## config.mk

```make
export PLATFORM = sky130hd
export DESIGN_NAME = bhw_assembler
export DESIGN_NICKNAME = d
export VERILOG_FILES = /design/src/rtl/bhw_pkg.sv /design/src/rtl/bhw_lane.sv /design/src/rtl/bhw_parity.sv /design/src/rtl/bhw_pack.sv /design/src/rtl/bhw_unpack.sv /design/src/rtl/bhw_assembler.sv
export SDC_FILE = /design/constraint.sdc
export NUM_CORES = 1
export LEC_CHECK = 0
export ABC_AREA = 1
export CAP_MARGIN = 15
export CORE_ASPECT_RATIO = 0.7
export CORE_MARGIN = 2
export CORE_UTILIZATION = 25
export CTS_BUF_LIST = sky130_fd_sc_hd__clkbuf_8 sky130_fd_sc_hd__clkbuf_16
export DETAILED_ROUTE_END_ITERATION = 16
export GPL_ROUTABILITY_DRIVEN = 1
export PLACE_DENSITY = 0.49
export SLEW_MARGIN = 20
export SYNTH_ARGS = -nofsm -noshare
export SYNTH_HDL_FRONTEND = slang
export SYNTH_SLANG_ARGS = --single-unit
```

## constraint.sdc

```tcl
create_clock -name clk -period 5.2 [get_ports clk]
set_clock_uncertainty 0.05 [all_clocks]
set_input_delay 1.04 -clock clk [delete_from_list [all_inputs] [get_ports clk]]
set_output_delay 1.04 -clock clk [all_outputs]
set_load 0.02 [all_outputs]
```

## src/rtl/bhw_pkg.sv

```systemverilog
package bhw_pkg;
   localparam logic [1:0] W_QTR  = 2'd0;
   localparam logic [1:0] W_HALF = 2'd1;
   localparam logic [1:0] W_FULL = 2'd2;

   typedef struct packed {
      logic       idle;
      logic [1:0] wsel;   // byte width class
      logic [1:0] last;   // bytes per half-word minus one
   } fmt_t;

   function automatic fmt_t fmt_decode(input logic [2:0] code);
      fmt_t r;
      r = '{idle: 1'b0, wsel: W_HALF, last: 2'd0};
      case (code)
         3'b000: r.idle = 1'b1;
         3'b001: begin r.wsel = W_HALF; r.last = 2'd0; end
         3'b010: begin r.wsel = W_HALF; r.last = 2'd1; end
         3'b011: begin r.wsel = W_FULL; r.last = 2'd0; end
         3'b100: begin r.wsel = W_QTR;  r.last = 2'd3; end
         3'b101: begin r.wsel = W_QTR;  r.last = 2'd0; end
         3'b110: begin r.wsel = W_QTR;  r.last = 2'd1; end
         default: begin r.wsel = W_QTR; r.last = 2'd2; end
      endcase
      return r;
   endfunction
endpackage

```

## src/rtl/bhw_lane.sv

```systemverilog
module bhw_lane #(
   parameter int HW_W = 16,
   localparam int SH_W = $clog2(HW_W + 1)
) (
   input  logic [1:0]      wsel,
   input  logic [1:0]      slot,
   output logic [HW_W-1:0] mask,
   output logic [SH_W-1:0] shamt
);
   import bhw_pkg::*;

   logic [SH_W-1:0] bw;
   int              s_i;

   always_comb begin
      case (wsel)
         W_QTR:   bw = SH_W'(HW_W / 4);
         W_HALF:  bw = SH_W'(HW_W / 2);
         default: bw = SH_W'(HW_W);
      endcase
      s_i = HW_W - int'(bw) * (int'(slot) + 1);
      if (s_i < 0) s_i = 0;
      shamt = SH_W'(s_i);
   end

   for (genvar i = 0; i < HW_W; i++) begin : g_mask
      assign mask[i] = (SH_W'(i) < bw);
   end
endmodule

```

## src/rtl/bhw_parity.sv

```systemverilog
module bhw_parity #(
   parameter int HW_W = 16
) (
   input  logic [HW_W-1:0] data,
   input  logic [HW_W-1:0] mask,
   output logic            xsum
);
   logic [HW_W-1:0] sel;

   for (genvar i = 0; i < HW_W; i++) begin : g_sel
      assign sel[i] = data[i] & mask[i];
   end

   assign xsum = ^sel;
endmodule

```

## src/rtl/bhw_pack.sv

```systemverilog
module bhw_pack #(
   parameter int HW_W = 16,
   localparam int SH_W = $clog2(HW_W + 1)
) (
   input  logic            clk,
   input  logic            rst_n,
   input  logic            active,
   input  logic [1:0]      wsel,
   input  logic [1:0]      last,
   input  logic            odd_mode,
   input  logic            err_clr,
   input  logic            in_valid,
   output logic            in_ready,
   input  logic [HW_W-1:0] in_data,
   input  logic            in_par,
   input  logic            in_exec,
   output logic            out_valid,
   input  logic            out_ready,
   output logic [HW_W-1:0] out_data,
   output logic            out_exec,
   output logic            par_err
);
   import bhw_pkg::*;

   logic [1:0]      cnt;
   logic [HW_W-1:0] acc;
   logic            full, exec_q, err_q;
   logic [HW_W-1:0] mask;
   logic [SH_W-1:0] shamt;
   logic            xsum, bad, accept;
   logic [HW_W-1:0] placed;

   bhw_lane #(.HW_W(HW_W)) u_lane (
      .wsel(wsel), .slot(cnt), .mask(mask), .shamt(shamt));

   bhw_parity #(.HW_W(HW_W)) u_chk (
      .data(in_data), .mask(mask), .xsum(xsum));

   assign bad      = ((xsum ^ in_par) != odd_mode);
   assign in_ready = active && !full;
   assign accept   = in_valid && in_ready;
   assign placed   = (in_data & mask) << shamt;

   always_ff @(posedge clk) begin
      if (!rst_n || !active) begin
         cnt    <= '0;
         acc    <= '0;
         full   <= 1'b0;
         exec_q <= 1'b0;
      end else begin
         if (accept) begin
            acc <= ((cnt == 2'd0) ? '0 : acc) | placed;
            if (cnt == 2'd0) exec_q <= in_exec;
            if (cnt == last) begin
               cnt  <= '0;
               full <= 1'b1;
            end else begin
               cnt <= cnt + 2'd1;
            end
         end
         if (out_valid && out_ready) full <= 1'b0;
      end
   end

   always_ff @(posedge clk) begin
      if (!rst_n)              err_q <= 1'b0;
      else if (accept && bad)  err_q <= 1'b1;
      else if (err_clr)        err_q <= 1'b0;
   end

   assign out_valid = full;
   assign out_data  = acc;
   assign out_exec  = exec_q;
   assign par_err   = err_q;

   AST_WR_HOLD: assert property (@(posedge clk) disable iff (!rst_n)
      (out_valid && !out_ready && active) |=> (out_valid && $stable(out_data)));
   AST_ERR_STICKY: assert property (@(posedge clk) disable iff (!rst_n)
      (par_err && !err_clr) |=> par_err);
   AST_ERR_CAUSE: assert property (@(posedge clk) disable iff (!rst_n)
      $rose(par_err) |-> $past(in_valid && in_ready));
   AST_ZERO_FILL: assert property (@(posedge clk) disable iff (!rst_n)
      (out_valid && wsel == W_QTR && last == 2'd2) |-> (out_data[HW_W/4-1:0] == '0));
endmodule

```

## src/rtl/bhw_unpack.sv

```systemverilog
module bhw_unpack #(
   parameter int HW_W = 16,
   localparam int SH_W = $clog2(HW_W + 1)
) (
   input  logic            clk,
   input  logic            rst_n,
   input  logic            active,
   input  logic [1:0]      wsel,
   input  logic [1:0]      last,
   input  logic            odd_mode,
   input  logic            rd_valid,
   output logic            rd_ready,
   input  logic [HW_W-1:0] rd_data,
   input  logic            rd_exec,
   output logic            out_valid,
   input  logic            out_ready,
   output logic [HW_W-1:0] out_data,
   output logic            out_par,
   output logic            out_exec
);
   logic [1:0]      cnt;
   logic [HW_W-1:0] hold_q;
   logic            have, exec_q, xsum;
   logic [HW_W-1:0] mask;
   logic [SH_W-1:0] shamt;

   bhw_lane #(.HW_W(HW_W)) u_lane (
      .wsel(wsel), .slot(cnt), .mask(mask), .shamt(shamt));

   assign out_data = (hold_q >> shamt) & mask;

   bhw_parity #(.HW_W(HW_W)) u_gen (
      .data(out_data), .mask(mask), .xsum(xsum));

   assign out_par   = xsum ^ odd_mode;
   assign rd_ready  = active && !have;
   assign out_valid = have;
   assign out_exec  = exec_q;

   always_ff @(posedge clk) begin
      if (!rst_n || !active) begin
         cnt    <= '0;
         hold_q <= '0;
         have   <= 1'b0;
         exec_q <= 1'b0;
      end else if (rd_valid && rd_ready) begin
         hold_q <= rd_data;
         exec_q <= rd_exec;
         have   <= 1'b1;
         cnt    <= '0;
      end else if (out_valid && out_ready) begin
         if (cnt == last) begin
            have <= 1'b0;
            cnt  <= '0;
         end else begin
            cnt <= cnt + 2'd1;
         end
      end
   end

   AST_RD_LOADS: assert property (@(posedge clk) disable iff (!rst_n)
      (rd_valid && rd_ready) |=> (out_valid || !active));
   AST_BYTE_HOLD: assert property (@(posedge clk) disable iff (!rst_n)
      (out_valid && !out_ready && active) |=> (out_valid && $stable(out_data)));
endmodule

```

## src/rtl/bhw_assembler.sv

```systemverilog
module bhw_assembler #(
   parameter int HW_W = 16
) (
   input  logic            clk,
   input  logic            rst_n,
   input  logic [2:0]      fmt,
   input  logic            dir_in,
   input  logic            start_half,
   input  logic            alt_en,
   input  logic            exec_en,
   input  logic            bin_mode,
   input  logic            err_clr,
   input  logic            ch_in_valid,
   output logic            ch_in_ready,
   input  logic [HW_W-1:0] ch_in_data,
   input  logic            ch_in_par,
   input  logic            ch_in_exec,
   output logic            mem_wr_valid,
   input  logic            mem_wr_ready,
   output logic [HW_W-1:0] mem_wr_data,
   output logic            mem_wr_exec,
   input  logic            mem_rd_valid,
   output logic            mem_rd_ready,
   input  logic [HW_W-1:0] mem_rd_data,
   input  logic            mem_rd_exec,
   output logic            ch_out_valid,
   input  logic            ch_out_ready,
   output logic [HW_W-1:0] ch_out_data,
   output logic            ch_out_par,
   output logic            ch_out_exec,
   output logic            cur_half,
   output logic            par_err
);
   import bhw_pkg::*;

   if (HW_W % 4 != 0 || HW_W < 8) begin : g_bad_width
      $error("bhw_assembler: HW_W must be a multiple of 4 and at least 8");
   end

   fmt_t f;
   logic in_act, out_act, pk_exec, up_exec, half_q, hw_done;

   assign f       = fmt_decode(fmt);
   assign in_act  = !f.idle && dir_in;
   assign out_act = !f.idle && !dir_in;

   bhw_pack #(.HW_W(HW_W)) u_pack (
      .clk(clk), .rst_n(rst_n), .active(in_act), .wsel(f.wsel), .last(f.last),
      .odd_mode(bin_mode), .err_clr(err_clr),
      .in_valid(ch_in_valid), .in_ready(ch_in_ready), .in_data(ch_in_data),
      .in_par(ch_in_par), .in_exec(ch_in_exec),
      .out_valid(mem_wr_valid), .out_ready(mem_wr_ready), .out_data(mem_wr_data),
      .out_exec(pk_exec), .par_err(par_err));

   bhw_unpack #(.HW_W(HW_W)) u_unpack (
      .clk(clk), .rst_n(rst_n), .active(out_act), .wsel(f.wsel), .last(f.last),
      .odd_mode(bin_mode),
      .rd_valid(mem_rd_valid), .rd_ready(mem_rd_ready), .rd_data(mem_rd_data),
      .rd_exec(mem_rd_exec),
      .out_valid(ch_out_valid), .out_ready(ch_out_ready), .out_data(ch_out_data),
      .out_par(ch_out_par), .out_exec(up_exec));

   assign mem_wr_exec = pk_exec & exec_en;
   assign ch_out_exec = up_exec & exec_en;

   assign hw_done = (mem_wr_valid && mem_wr_ready) || (mem_rd_valid && mem_rd_ready);

   always_ff @(posedge clk) begin
      if (!rst_n)                  half_q <= 1'b0;
      else if (f.idle)             half_q <= start_half;
      else if (hw_done && alt_en)  half_q <= ~half_q;
   end

   assign cur_half = half_q;

   AST_IDLE_QUIET: assert property (@(posedge clk) disable iff (!rst_n)
      (fmt == 3'b000 && $past(fmt == 3'b000))
      |-> (!mem_wr_valid && !ch_out_valid && !ch_in_ready && !mem_rd_ready));
   AST_DIR_SPLIT: assert property (@(posedge clk) disable iff (!rst_n)
      (!f.idle && dir_in && $past(dir_in)) |-> (!mem_rd_ready && !ch_out_valid));
   AST_HALF_FIXED: assert property (@(posedge clk) disable iff (!rst_n)
      (!alt_en && !f.idle && $past(!alt_en && !f.idle)) |-> $stable(cur_half));
endmodule

```

# Yosys cells after proc, flatten, opt, wreduce, memory -nomap -nowiden
# Index checks and enable logic that the tools add are counted.
# word_totals
wordCells	138
reg_bits	42
# classes
n_shift	2
bitwise	40
reduce_logical	35
addsub	6
muxes	15
n_lt_le_gt_ge	18
n_eq_ne	10
mul	2
# ops
op	n
$lt A32 B1 Y1 const B	2
$mul A6 B32 Y32	2
$sub A6 B32 Y32 const A	2
$lt A4 B5 Y1 const A	8
$and A1 B1 Y1	34
$and A16 B16 Y16	2
$reduce_xor A16 Y1	2
$pmux W4 S6	1
$lt A3 B5 Y1 const A	4
$mux W16	1
$or A16 B16 Y16	1
$shl A16 B5 Y16	1
$shr A16 B5 Y16	1
$logic_and A1 B1 Y1	10
$lt A1 B5 Y1 const A	2
$lt A2 B5 Y1 const A	2
$mux W5	2
$pmux W5 S2	1
$eq A3 B3 Y1 const B	3
$mux W1	8
$reduce_bool A2 Y1	4
$logic_not A1 Y1	7
$add A2 B1 Y3 const B	2
$eq A3 B2 Y1 const B	2
other kinds (13)	24

# Longest topological paths before layout
# depth
word_depth	14
mapped_depth	28
depth_no_buf	27

# Hierarchy
# From an unflattened synthesis, not the netlist that was laid out.
# hier_totals
hier_cells	927
area_unflattened_um2	5170.0
# by_module_without_submodules
mod	n_inst	cells_each	area_per_inst_um2	seq_area_each_um2
bhw_unpack	1	269	1599.0	400.4
bhw_pack	1	250	1572.8	420.4
bhw_parity	2	119	486.7	0.0
bhw_lane	2	69	436.7	0.0
bhw_assembler	1	32	151.4	20.0

# Worst setup path after synthesis
# OpenSTA, ideal clock, no wires.
# synth_timing
path_type	in2out
start	input port fmt[2]
end	output port ch_out_par
path_stages	22
slack_ns	-0.137
arrival_time_ns	4.247
path_cell_list	buf_6 inv_8 nand3_4 nor2_1 inv_1 ha_1 fa_1 inv_1 ha_1 a21oi_4 nand2_1 nand4_4 buf_2 nand2_1 nand3_1 nor2b_1 nand2_1 nand2_1 nand2_1 nand2_1 nand3_1 nand2_1
# synth_between
elab_chain_len	14
elab_cells_between_ends	52
classes_between	1 x add/sub; 1 x mul; 17 x order compare; 7 x eq/ne; 1 x shift; 3 x mux; 18 x bitwise; 4 x reduce/logical
# synth_lines
item	line	text
start, declared	bhw_assembler.sv:6	input logic [2:0] fmt,
$eq A3 B1 Y1 or $logic_not A3 Y1 (tied branches)	bhw_pkg.sv:15	case (code)
$reduce_or A2 Y1 (no line)	-	
$pmux W4 S6 (*)	bhw_pkg.sv:15	
$eq A2 B1 Y1 or $logic_not A2 Y1 (tied branches)	bhw_lane.sv:16	case (wsel)
$pmux W5 S2 (*)	bhw_lane.sv:16	
$mul A6 B32 Y32	bhw_lane.sv:21	s_i = HW_W - int'(bw) * (int'(slot) + 1);
$sub A6 B32 Y32	bhw_lane.sv:21	
$lt A32 B1 Y1	bhw_lane.sv:22	if (s_i < 0) s_i = 0;
$mux W5	bhw_lane.sv:22	
$shr A16 B5 Y16	bhw_unpack.sv:30	assign out_data = (hold_q >> shamt) & mask;
$and A16 B16 Y16 (*)	bhw_unpack.sv:30	
via ch_out_data[6]	bhw_assembler.sv:28	output logic [HW_W-1:0] ch_out_data,
$and A1 B1 Y1 (*)	bhw_parity.sv:11	assign sel[i] = data[i] & mask[i];
$reduce_xor A16 Y1 (*)	bhw_parity.sv:14	assign xsum = ^sel;
$xor A1 B1 Y1 (*)	bhw_unpack.sv:35	assign out_par = xsum ^ odd_mode;
end, declared	bhw_assembler.sv:29	output logic ch_out_par,
# The timed path passes the listed nets; every way through them passes the cells marked *.

# Worst setup path in the final report
# layout_timing
start	input port fmt[2]
end	output port ch_out_par
# layout_between
elab_chain_len	14
elab_cells_between_ends	52
classes_between	1 x add/sub; 1 x mul; 17 x order compare; 7 x eq/ne; 1 x shift; 3 x mux; 18 x bitwise; 4 x reduce/logical
# layout_lines
item	line
$eq A3 B1 Y1 or $logic_not A3 Y1 (tied branches)	bhw_pkg.sv:15
$reduce_or A2 Y1 (no line)	-
$pmux W4 S6 (*)	bhw_pkg.sv:15
$eq A2 B1 Y1 or $logic_not A2 Y1 (tied branches)	bhw_lane.sv:16
$pmux W5 S2 (*)	bhw_lane.sv:16
$mul A6 B32 Y32	bhw_lane.sv:21
$sub A6 B32 Y32	bhw_lane.sv:21
$lt A32 B1 Y1	bhw_lane.sv:22
$mux W5	bhw_lane.sv:22
$shr A16 B5 Y16	bhw_unpack.sv:30
$and A16 B16 Y16	bhw_unpack.sv:30
$and A1 B1 Y1	bhw_parity.sv:11
$reduce_xor A16 Y1 (*)	bhw_parity.sv:14
$xor A1 B1 Y1 (*)	bhw_unpack.sv:35
# Every way passes the cells marked *; elsewhere a longest branch is shown, timed or not.

==> results.json <==
{
  "outcome": "finished with violations",
  "violations": "setup timing",
  "grt_max_degree": 36,
  "cts_num_sinks": 42,
  "antenna_left": 0,
  "hold_path_class": "register to register",
  "cts_inserted_buffers": 5,
  "static-leakage-power_nw": 2.58,
  "cts-htree-levels": 2,
  "syn-cell-area_sq_um": 3600,
  "dieWidth_um": 147,
  "p_clk_frac": 0.284,
  "postLayoutSetupSlackWorst_ps": -9.64,
  "grt_remaining_overflow": 0,
  "worstPathMaxFanout": 7,
  "final-max-slew-violation-count": 0,
  "syn_inst": 570,
  "dp.final_hpwl_um": 10000,
  "grt_antenna_before_repair": 0,
  "layoutNonFillerInstCount": 916,
  "layout.nets": 797,
  "ys_seq_elements": 42,
  "end_kind": "output port",
  "postCtsHoldBufs": 0,
  "syn-num-nets": 641,
  "slew_headroom": 0.605,
  "routability_cong": 0.908,
  "wl_per_cell_um": 13.4,
  "count_of_placed_standard_cells_including_taps": 897,
  "p_sw_frac": 0.355,
  "vdd_ir_drop_max_mv": 0.108,
  "cts_buffer_depth": 2,
  "crit_top_cell": "sky130_fd_sc_hd__nand2_2",
  "port-buffer-count": 90,
  "internal-power_uw": 701,
  "first_global_vias": 3799,
  "grtUsageTotal": 0.154,
  "detail_route.vias_per_cell": 4.43,
  "total_switching_power_uw": 386,
  "data_required_time_of_the_worst_path_ps": 4110,
  "share_of_the_clock_period_used_by_the_worst_path": 1.00,
  "data_arrival_time_at_the_worst_slack_endpoint_ps": 4120,
  "fp.dieArea_sq_um": 15400,
  "combinationalPowerShare": 0.406,
  "dr.pass1.iters": 4,
  "coreArea_sq_um": 14000,
  "num_antenna_cells": 0,
  "critPathMaxStageDelay_ps": 440,
  "rows": 36,
  "synth_cell_types": 44,
  "drive_gt1_frac": 0.274,
  "die_height_um": 104,
  "detailroute.via_count": 4061,
  "timing_hold_violations_final": 0,
  "critical_path.startpoint_type": "input port",
  "detailedRoute.firstIterationViolations": 235,
  "ctsRootBufferMaster": "sky130_fd_sc_hd__clkbuf_16",
  "tritoncts": "built",
  "grt_first_pass_wirelength_um": 19100,
  "timing.max_cap.violations": 0,
  "grt_setup_unrepaired": "true",
  "slowest_stage": "sky130_fd_sc_hd__fa_1",
  "clock_latency_ps": 280,
  "worst-slew-pin-transition_ps": 591,
  "power_density_nw_per_um2": 190,
  "critPathKind": "input port to output port",
  "clock_slew_seen_by_the_registers_of_the_worst_setup_and_hold_paths_ps": 60,
  "fillCellCount": 1466,
  "synth-warning-count": 0,
  "timing.final.setup_violations": 1,
  "placement.setup.worst_slack_ps": -1030,
  "start_util": 0.257,
  "ys_seq_area_frac": 0.233,
  "avgSynthCellArea_sq_um": 6.32,
  "seq_power_share": 0.310,
  "drt-total-wl_um": 12300,
  "drt_drc_violations_left": 0,
  "max_clock_freq_mhz": 192,
  "fin_total_pwr_mw": 1.09,
  "io-pin-count": 91,
  "period_needed_ps": 5210,
  "syn2layout_area_growth_pct": 58.9
}
==> final cells by class <==
cell class	count	area (sq um)	area share
Timing Repair Buffer	158	1470	0.256
Clock buffer	5	125	0.0219
Sequential cell	42	841	0.147
Inverter	88	345	0.0603
Clock inverter	2	15.0	0.00262
Tap cell	190	238	0.0415
Multi-Input combinational cell	431	2690	0.470
==> per-layer routing <==
| layer | GRT usage | vias to the layer above | wire (um) |
|---|---|---|---|
| met5 | 0 | - | 0 |
| met4 | 0.0316 | 0 | 128 |
| met3 | 0.0206 | 11 | 589 |
| met2 | 0.211 | 86 | 4900 |
| met1 | 0.248 | 1837 | 6700 |
| li1 | - | 2127 | - |
==> synthesized netlist by cell type (all sizes together) <==
master | count | area (sq um)
a211oi | 3 | 22.5
a21boi | 1 | 7.51
a21oi | 46 | 241
a31oi | 2 | 12.5
and2 | 1 | 6.26
buf | 4 | 32.5
clkbuf | 5 | 18.8
clkinv | 1 | 3.75
dfxtp | 42 | 841
fa | 4 | 80.1
ha | 17 | 213
inv | 87 | 337
nand2 | 214 | 858
nand3 | 44 | 250
nand4 | 9 | 86.3
nor2 | 28 | 169
nor2b | 4 | 30.0
nor3 | 4 | 30.0
nor4 | 1 | 6.26
o211ai | 6 | 58.8
o21ai | 28 | 144
o21bai | 2 | 15.0
or2 | 4 | 25.0
xnor2 | 10 | 87.6
xor2 | 3 | 26.3
==> power by group through the flow <==
stage	Sequential, mW	Combinational, mW	Clock, mW
2_1_floorplan	0.346	0.213	0
5_1_grt	0.338	0.481	0.328
4_1_cts	0.336	0.376	0.319
3_3_place_gp	0.343	0.379	0
6_report	0.337	0.441	0.309
3_5_place_dp	0.343	0.380	0
==> metrics by stage <==
step,hold WS [ps],instance area (sq um),utilization,setup TNS [ps]
6_report,417,5730,0.409,-9.64
5_1_grt,441,5730,0.409,-341
4_1_cts,420,5270,0.376,-95.8
3_5_place_dp,409,5130,0.367,-9660
3_3_place_gp,407,5130,0.367,-8430
2_1_floorplan,379,3610,-,0
==> logic make-up (layout without fill, tap and decap cells) <==
group	count (synthesis)	in the layout	share of synthesized area
buffers and inverters	97	253	0.109
xor gates and xnor gates	13	13	0.0316
and+or+nand+nor	309	309	0.406
AOI/OAI and AO/OA	88	88	0.139
DFF	42	42	0.233
adders and majority gates	21	21	0.0813
==> state kept, by name, summed over array words and instances, names as in the netlist, 2 cells and up <==
name	flops
u_unpack.hold_q	16
u_unpack.cnt	2
u_pack.cnt	2
u_pack.out_data	16
==> worst max-delay path: cells and delay by family <==
kind	cells	cell delay, ps
buffers and inverters	9	900
AND/OR/NAND/NOR	15	1170
adder cells (fa/ha/maj)	3	1010
==> final timing paths <==
check,startpoint,end,slack [ps],depth (start not counted)
hold reg to reg,u_pack.out_data[1],u_pack.out_data[1],420,2
setup reg to reg,u_pack.cnt[0],u_pack.out_data[13],1380,18
hold / removal,u_pack.out_data[1],u_pack.out_data[1],420,2
setup / recovery,fmt[2],ch_out_par,-10,27
==> cells in the final DEF (no fill, tap or decap), types with 4 or more instances in the layout <==
cell type | synthesis | final
sky130_fd_sc_hd__a21oi_1 | 45 | 45
sky130_fd_sc_hd__buf_12 | 0 | 4
sky130_fd_sc_hd__buf_4 | 0 | 60
sky130_fd_sc_hd__buf_6 | 2 | 4
sky130_fd_sc_hd__clkbuf_16 | 0 | 6
sky130_fd_sc_hd__clkdlybuf4s50_1 | 0 | 70
sky130_fd_sc_hd__dfxtp_1 | 42 | 42
sky130_fd_sc_hd__dlygate4sd2_1 | 0 | 15
sky130_fd_sc_hd__fa_1 | 4 | 4
sky130_fd_sc_hd__ha_1 | 17 | 15
sky130_fd_sc_hd__inv_1 | 74 | 72
sky130_fd_sc_hd__inv_2 | 11 | 11
sky130_fd_sc_hd__nand2_1 | 202 | 158
sky130_fd_sc_hd__nand2_2 | 7 | 43
sky130_fd_sc_hd__nand2_4 | 5 | 11
sky130_fd_sc_hd__nand3_1 | 41 | 26
sky130_fd_sc_hd__nand3_2 | 1 | 15
sky130_fd_sc_hd__nand4_1 | 7 | 7
sky130_fd_sc_hd__nor2_1 | 16 | 13
sky130_fd_sc_hd__nor2_2 | 7 | 4
sky130_fd_sc_hd__nor2_4 | 4 | 10
sky130_fd_sc_hd__o211ai_1 | 5 | 5
sky130_fd_sc_hd__o21ai_0 | 23 | 21
sky130_fd_sc_hd__o21ai_1 | 4 | 5
sky130_fd_sc_hd__xnor2_1 | 10 | 10
==> repair_timing <==
action | in CTS | in global routing
gates resized for setup | 36 | 96
pin swaps | 2 | 27
setup endpoints to repair | 17 | 10
setup buffers | 0 | 11
gates cloned | 0 | 1
Power figures use the tool's default switching activity.
